<file path="config.mk">
export PLATFORM = sky130hd
export DESIGN_NAME = clkstop_gate
export DESIGN_NICKNAME = d
export VERILOG_FILES = /design/src/rtl/clkstop_pkg.sv /design/src/rtl/clkstop_sync.sv /design/src/rtl/clkstop_fanout.sv /design/src/rtl/clkstop_gate.sv
export SDC_FILE = /design/constraint.sdc
export NUM_CORES = 1
export LEC_CHECK = 0
export BUFFER_PORTS_ARGS = -buffer_cell sky130_fd_sc_hd__buf_2
export CORE_AREA = 2 2 39 41
export DETAILED_ROUTE_END_ITERATION = 6
export DIE_AREA = 0 0 41 43
export GPL_ROUTABILITY_DRIVEN = 1
export GPL_TIMING_DRIVEN = 0
export MAX_ROUTING_LAYER = met4
export PLACE_DENSITY = 0.65
export SKIP_CTS_REPAIR_TIMING = 1
export SYNTH_ARGS = -nofsm -noshare
export SYNTH_HDL_FRONTEND = slang
export SYNTH_SLANG_ARGS = --single-unit
</file>
<file path="constraint.sdc">
create_clock -name clk -period 0.8 [get_ports clk]
set_input_delay 0.04 -clock clk [delete_from_list [all_inputs] [get_ports clk]]
set_output_delay 0.04 -clock clk [all_outputs]
set_load 0.005 [all_outputs]
</file>
<file path="src/rtl/clkstop_pkg.sv">
package clkstop_pkg;
  localparam int NUM_DOM         = 3;
  localparam int DOM_CPU         = 0;
  localparam int DOM_PCI         = 1;
  localparam int DOM_SDR         = 2;
  localparam int DEF_SYNC_STAGES = 2;
  localparam int DEF_N_PCI       = 6;
  localparam int DEF_N_SDRAM     = 6;
endpackage

</file>
<file path="src/rtl/clkstop_sync.sv">
// Stop request synchronizer plus a low-phase-only enable register.
module clkstop_sync #(
  parameter int STAGES = clkstop_pkg::DEF_SYNC_STAGES
) (
  input  logic clk,
  input  logic rst,
  input  logic src_i,
  input  logic stop_n_i,
  output logic en_o
);
  localparam int TOP = STAGES - 1;

  logic [STAGES-1:0] chain_q;

  generate
    if (STAGES == 1) begin : g_one
      always_ff @(posedge clk) begin
        if (rst) chain_q <= '0;
        else     chain_q <= stop_n_i;
      end
    end else begin : g_many
      always_ff @(posedge clk) begin
        if (rst) chain_q <= '0;
        else     chain_q <= {chain_q[STAGES-2:0], stop_n_i};
      end
    end
  endgenerate

  // enable only moves while the source clock is low: no truncated pulses
  always_ff @(posedge clk) begin
    if (rst)         en_o <= 1'b0;
    else if (!src_i) en_o <= chain_q[TOP];
  end
endmodule

</file>
<file path="src/rtl/clkstop_fanout.sv">
// N identical gated copies of one source clock.
module clkstop_fanout #(
  parameter int N = 1
) (
  input  logic         src_i,
  input  logic         en_i,
  input  logic         run_i,
  output logic [N-1:0] out_o
);
  logic gated;
  assign gated = src_i & en_i & run_i;

  generate
    for (genvar g = 0; g < N; g++) begin : g_copy
      assign out_o[g] = gated;
    end
  endgenerate
endmodule

</file>
<file path="src/rtl/clkstop_gate.sv">
module clkstop_gate
  import clkstop_pkg::*;
#(
  parameter int N_PCI       = DEF_N_PCI,
  parameter int N_SDRAM     = DEF_N_SDRAM,
  parameter int SYNC_STAGES = DEF_SYNC_STAGES
) (
  input  logic               clk,
  input  logic               rst,
  input  logic               cpu_clk_i,
  input  logic               pci_clk_i,
  input  logic               sdram_clk_i,
  input  logic               stopclk_n_i,
  input  logic               cpu_stop_n_i,
  input  logic               pci_stop_n_i,
  input  logic               sdram_stop_n_i,
  output logic               cpu_t_o,
  output logic               cpu_c_o,
  output logic               cpu_cs_o,
  output logic [N_PCI-1:0]   pci_o,
  output logic               pci_free_o,
  output logic [N_SDRAM-1:0] sdram_o,
  output logic               sdram_free_o
);
  logic [NUM_DOM-1:0] src_v;
  logic [NUM_DOM-1:0] stop_v;
  logic [NUM_DOM-1:0] en_v;
  logic [0:0]         cs_v;
  logic [0:0]         pfree_v;
  logic [0:0]         sfree_v;

  assign src_v[DOM_CPU]  = cpu_clk_i;
  assign src_v[DOM_PCI]  = pci_clk_i;
  assign src_v[DOM_SDR]  = sdram_clk_i;
  assign stop_v[DOM_CPU] = cpu_stop_n_i;
  assign stop_v[DOM_PCI] = pci_stop_n_i;
  assign stop_v[DOM_SDR] = sdram_stop_n_i;

  generate
    for (genvar d = 0; d < NUM_DOM; d++) begin : g_dom
      clkstop_sync #(.STAGES(SYNC_STAGES)) u_sync (
        .clk      (clk),
        .rst      (rst),
        .src_i    (src_v[d]),
        .stop_n_i (stop_v[d]),
        .en_o     (en_v[d])
      );
    end
  endgenerate

  // differential pair bypasses every stop
  assign cpu_t_o = cpu_clk_i;
  assign cpu_c_o = ~cpu_clk_i;

  clkstop_fanout #(.N(1)) u_cs (
    .src_i (cpu_clk_i), .en_i (en_v[DOM_CPU]), .run_i (stopclk_n_i), .out_o (cs_v)
  );
  clkstop_fanout #(.N(N_PCI)) u_pci (
    .src_i (pci_clk_i), .en_i (en_v[DOM_PCI]), .run_i (stopclk_n_i), .out_o (pci_o)
  );
  clkstop_fanout #(.N(1)) u_pci_free (
    .src_i (pci_clk_i), .en_i (1'b1), .run_i (stopclk_n_i), .out_o (pfree_v)
  );
  clkstop_fanout #(.N(N_SDRAM)) u_sdram (
    .src_i (sdram_clk_i), .en_i (en_v[DOM_SDR]), .run_i (stopclk_n_i), .out_o (sdram_o)
  );
  clkstop_fanout #(.N(1)) u_sdram_free (
    .src_i (sdram_clk_i), .en_i (1'b1), .run_i (stopclk_n_i), .out_o (sfree_v)
  );

  assign cpu_cs_o     = cs_v[0];
  assign pci_free_o   = pfree_v[0];
  assign sdram_free_o = sfree_v[0];
endmodule

</file>
### Word level (Yosys, flattened, before mapping)

Index checks and enable logic that the tools add are counted.

| storage, ports and cells | value |
|---|---|
| input bits | 9 |
| output and inout port bits | 17 |
| register bits | 9 |

| operators by class | value |
|---|---|
| bitwise logic cells | 9 |

Operators by type and width:

| cell | number |
|---|---|
| 1-bit AND | 8 |
| 1-bit inverter | 1 |

### Longest topological paths before layout

| logic depth | value |
|---|---|
| depth after elaboration | 2 |
| depth in mapped cells | 2 |
| mapped depth without buffers | 2 |

### Hierarchy

A second synthesis with hierarchy kept.

| unflattened totals | value |
|---|---|
| cells, all modules | 41 |
| area, all modules | 410.4 µm² |

Modules (own cells, without submodules):

| module | instances | cells an instance | area each (µm²) |
|---|---|---|---|
| clkstop_sync | 3 | 7 | 91.3 |
| clkstop_fanout at u_pci ... | 2 | 7 | 51.3 |
| clkstop_fanout at u_cs ... | 3 | 1 | 6.3 |
| clkstop_gate | 1 | 3 | 15.0 |

### Worst setup path before layout

Ideal clock, no wire load.

| timing | value |
|---|---|
| kind | reg2out |
| start point | reg g_dom[1].u_sync.en_o |
| end point | out pci_o[0] |
| setup slack | 0.110 ns |
| stages on the path, launching flop included | 3 |
| data arrival time | 0.650 ns |
| required time | 0.760 ns |
| cell sequence | dfxtp_1 -> and3_1 -> buf_4 |

| between the ends | value |
|---|---|
| cells in the longest elaborated chain, start to end | 2 |

RTL lines:

| what | RTL line | source |
|---|---|---|
| start: declaration | clkstop_sync.sv:9 | `output logic en_o` |
| start signal: assignment | clkstop_sync.sv:32 | `else if (!src_i) en_o <= chain_q[TOP];` |
| 1-bit AND (2 in series) | clkstop_fanout.sv:11 | `assign gated = src_i & en_i & run_i;` |
| end: declaration | clkstop_gate.sv:20 | `output logic [N_PCI-1:0] pci_o,` |

No other way between the ends.

### Worst setup path after layout

| timing | value |
|---|---|
| start point | reg g_dom[1].u_sync.en_o |
| end point | out pci_o[2] |

The elaborated chain is that of the path after synthesis.

==> reports/qor.yml <==
run_status:
  result_of_the_run: "complete, but fails checks"
  violations_in_the_final_reports: "negative hold slack, negative setup slack"
die:
  cell_row_count: 14
  die-height_um: 43
  floorplan.die.width_um: 41
  floorplan.die_area_um2: 1763
  floorplan.initialDensity_pct: 28.48
  ios: 26
  coreArea_um2: 1384
timing:
  postLayoutSetupSlackWorst_ns: -0.2070
  timing.max_slew.rel_slack_pct: 89.49
  finalWorstPathRequiredPeriod_ns: 1.007
  rsz_0062_raised_after_global_routing: "true"
  fin_skew_ns: 0.001478
  slew_violations: 0
  maxClockFrequency_mhz: 993.0
  final_number_of_hold_violating_endpoints: 1
  worst_slack_on_hold_paths_ns: -0.01187
  final.period_utilization_pct: 125.9
  setup_viol: 13
  worst_slew_pin_slew_ns: 0.1532
power_and_ir_drop:
  worst_ir_drop_vdd_mv: 0.9176
  pwr_density_cell_nw_per_um2: 1379
  p_leak_nw: 0.3527
placed_design:
  place.detailed.hpwl_um: 446.5
  gp_congestion: 0.5149
  placement.cell_area_um2: 539.3
  placement.io_buffers: 25
global_route:
  first_global_vias: 180
  grt_pass1_wl_um: 703
  grt_antenna_before_repair: 0
  grt_max_degree: 10
  grt-ovfl-total: 0
  grt_util_all_layers_pct: 7.061
critical_path:
  crit_fanout: 6
  timing_worst_setup_path_type: "flop to primary output"
  crit_path_cell_trace: "and3_4, buf_4, buf_2"
  slowest_stage: "sky130_fd_sc_hd__dfxtp_2"
  critical_path.max_stage_delay_ns: 0.32
  worstPathArrival_ns: 0.97
  critical_path_required_ns: 0.76
  worst_setup_path_startpoint: "g_dom[1].u_sync.en_o"
  startpoint_of_the_most_critical_register_to_register_path: "g_dom[0].u_sync.en_o"
  worstSetupEndpointType: "primary output"
  critical_path.n_buffers_inverters: 2
  cpLargestDelayFamily: "flip-flops"
  worstSetupStartpointType: "flop"
clock_tree:
  clkLatencyLatePin_ns: 0.26
  clk_tree_root_cell: "sky130_fd_sc_hd__clkbuf_4"
  number_of_buffers_created_by_cts: 3
  cts_tree: "built"
  cts.sink_count: 9
  clk_path_buf_depth: 2
  htreeDepth: 1
  worst_setup_hold_path_clk_slew_ns: 0.06
run:
  max_cap_violations: 0
cells_and_area:
  proportion_of_layout_cells_with_a_drive_suffix_above_1_pct: 67.61
  num_antenna_cells: 0
  nets: 81
  area_growth_pct: 66.03
  finalInstanceArea_um2: 654.4
  final_core_density_pct: 47.29
synthesis:
  postSynthAreaPerCell_um2: 9.853
  synthesis.nets: 49
  synth-seq-area-share_pct: 45.71
  ys.warnings.count: 0
  yosys_cell_types: 9
  ys_seq_elements: 9
  synth_area_um2: 394.1
  synthesis.instances: 40
drt:
  detail_route.iter0.violations: 1
  routed-via-count: 332
  drc_errors_left: 0
  postRouteAntennaNets: 0
  detail_route.first_pass.iterations: 2
  avgViaCountPerCell: 3.816
  routed_wire_length_per_instance_um: 6.655
  total_wire_length_um: 579
hold_path:
  min-delay-start: "pci_stop_n_i"
  hold_class: "input port to flop"
cells in the mapped netlist:
cell type | count | area [um^2]
sky130_fd_sc_hd__buf_4 | 13 | 97.59
sky130_fd_sc_hd__dfxtp_1 | 9 | 180.2
sky130_fd_sc_hd__nor2b_1 | 6 | 37.54
sky130_fd_sc_hd__and3_1 | 3 | 18.77
sky130_fd_sc_hd__mux2i_1 | 3 | 30.03
sky130_fd_sc_hd__and2_1 | 2 | 12.51
sky130_fd_sc_hd__nor2_1 | 2 | 7.510
sky130_fd_sc_hd__inv_1 | 1 | 3.750
sky130_fd_sc_hd__nor2_2 | 1 | 6.260
layout by cell type, fill, tap and decap left out, drive strengths merged:
cell and instances:
dfxtp 9, dlygate4sd3 2, and3 3, inv 1, nor2b 6, and2 2, nor2 3, mux2i 3
buf 38, clkbuf 4
registers in the layout, indices dropped and copies added, names as in the netlist:
register	flops
g_dom.u_sync.chain_q	6
g_dom.u_sync.en_o	3
path summary, 6_finish.rpt:
path	endpoint	slack [ns]	cells past startpoint
min reg2reg	g_dom[0].u_sync.chain_q[1]	0.43	1
max	pci_o[2]	-0.21	3
max reg2reg	g_dom[0].u_sync.en_o	0.19	2
min	g_dom[1].u_sync.chain_q[0]	-0.01	2
layout make-up:
cell class,instances,area [um^2]
clock buffers,4,26.28
flip-flops and latches,9,183.9
plain buffers,13,97.59
fillers,136,729.5
multi-input cells,17,127.6
inverters,1,3.754
repair buffers,27,195.2
well taps,16,20.02
where the power goes:
part | switching (W) | leakage [nW] | internal (W) | total, W
clock network | 0.000145 | 0.0150 | 0.000191 | 0.000337
logic | 0.0000351 | 0.262 | 0.0000598 | 0.0000949
registers | 0.00000380 | 0.0754 | 0.000467 | 0.000471
total | 0.000184 | 0.353 | 0.000718 | 0.000902
stage by stage:
step / instances / worst slack, ns / setup TNS (ns) / power (W)
final: 87 / -0.2070 / -2.490 / 0.0009021
after detailed placement: 81 / -0.02068 / -0.2134 / 0.0005614
after global placement: 81 / -0.002129 / -0.01175 / 0.0005598
after global routing: 87 / -0.2699 / -3.258 / 0.0009709
after floorplan: 40 / 0.1101 / 0 / 0.0005153
after CTS: 85 / -0.3107 / -3.764 / 0.0009087
cell families after synthesis:
logic type	count (synthesis)	synth area share (%)
buf+inv	14	25.71
flops	9	45.71
mux	3	7.619
simple gates	14	20.96
layer usage:
layer	wire length, um	vias to the layer above	global-route usage (%)
li1	-	176	-
met1	187	131	6.623
met2	279	23	8.438
met3	94	2	6.283
met4	17	0	6.000
met5	0	-	-
(Power assumes the default switching activity.)
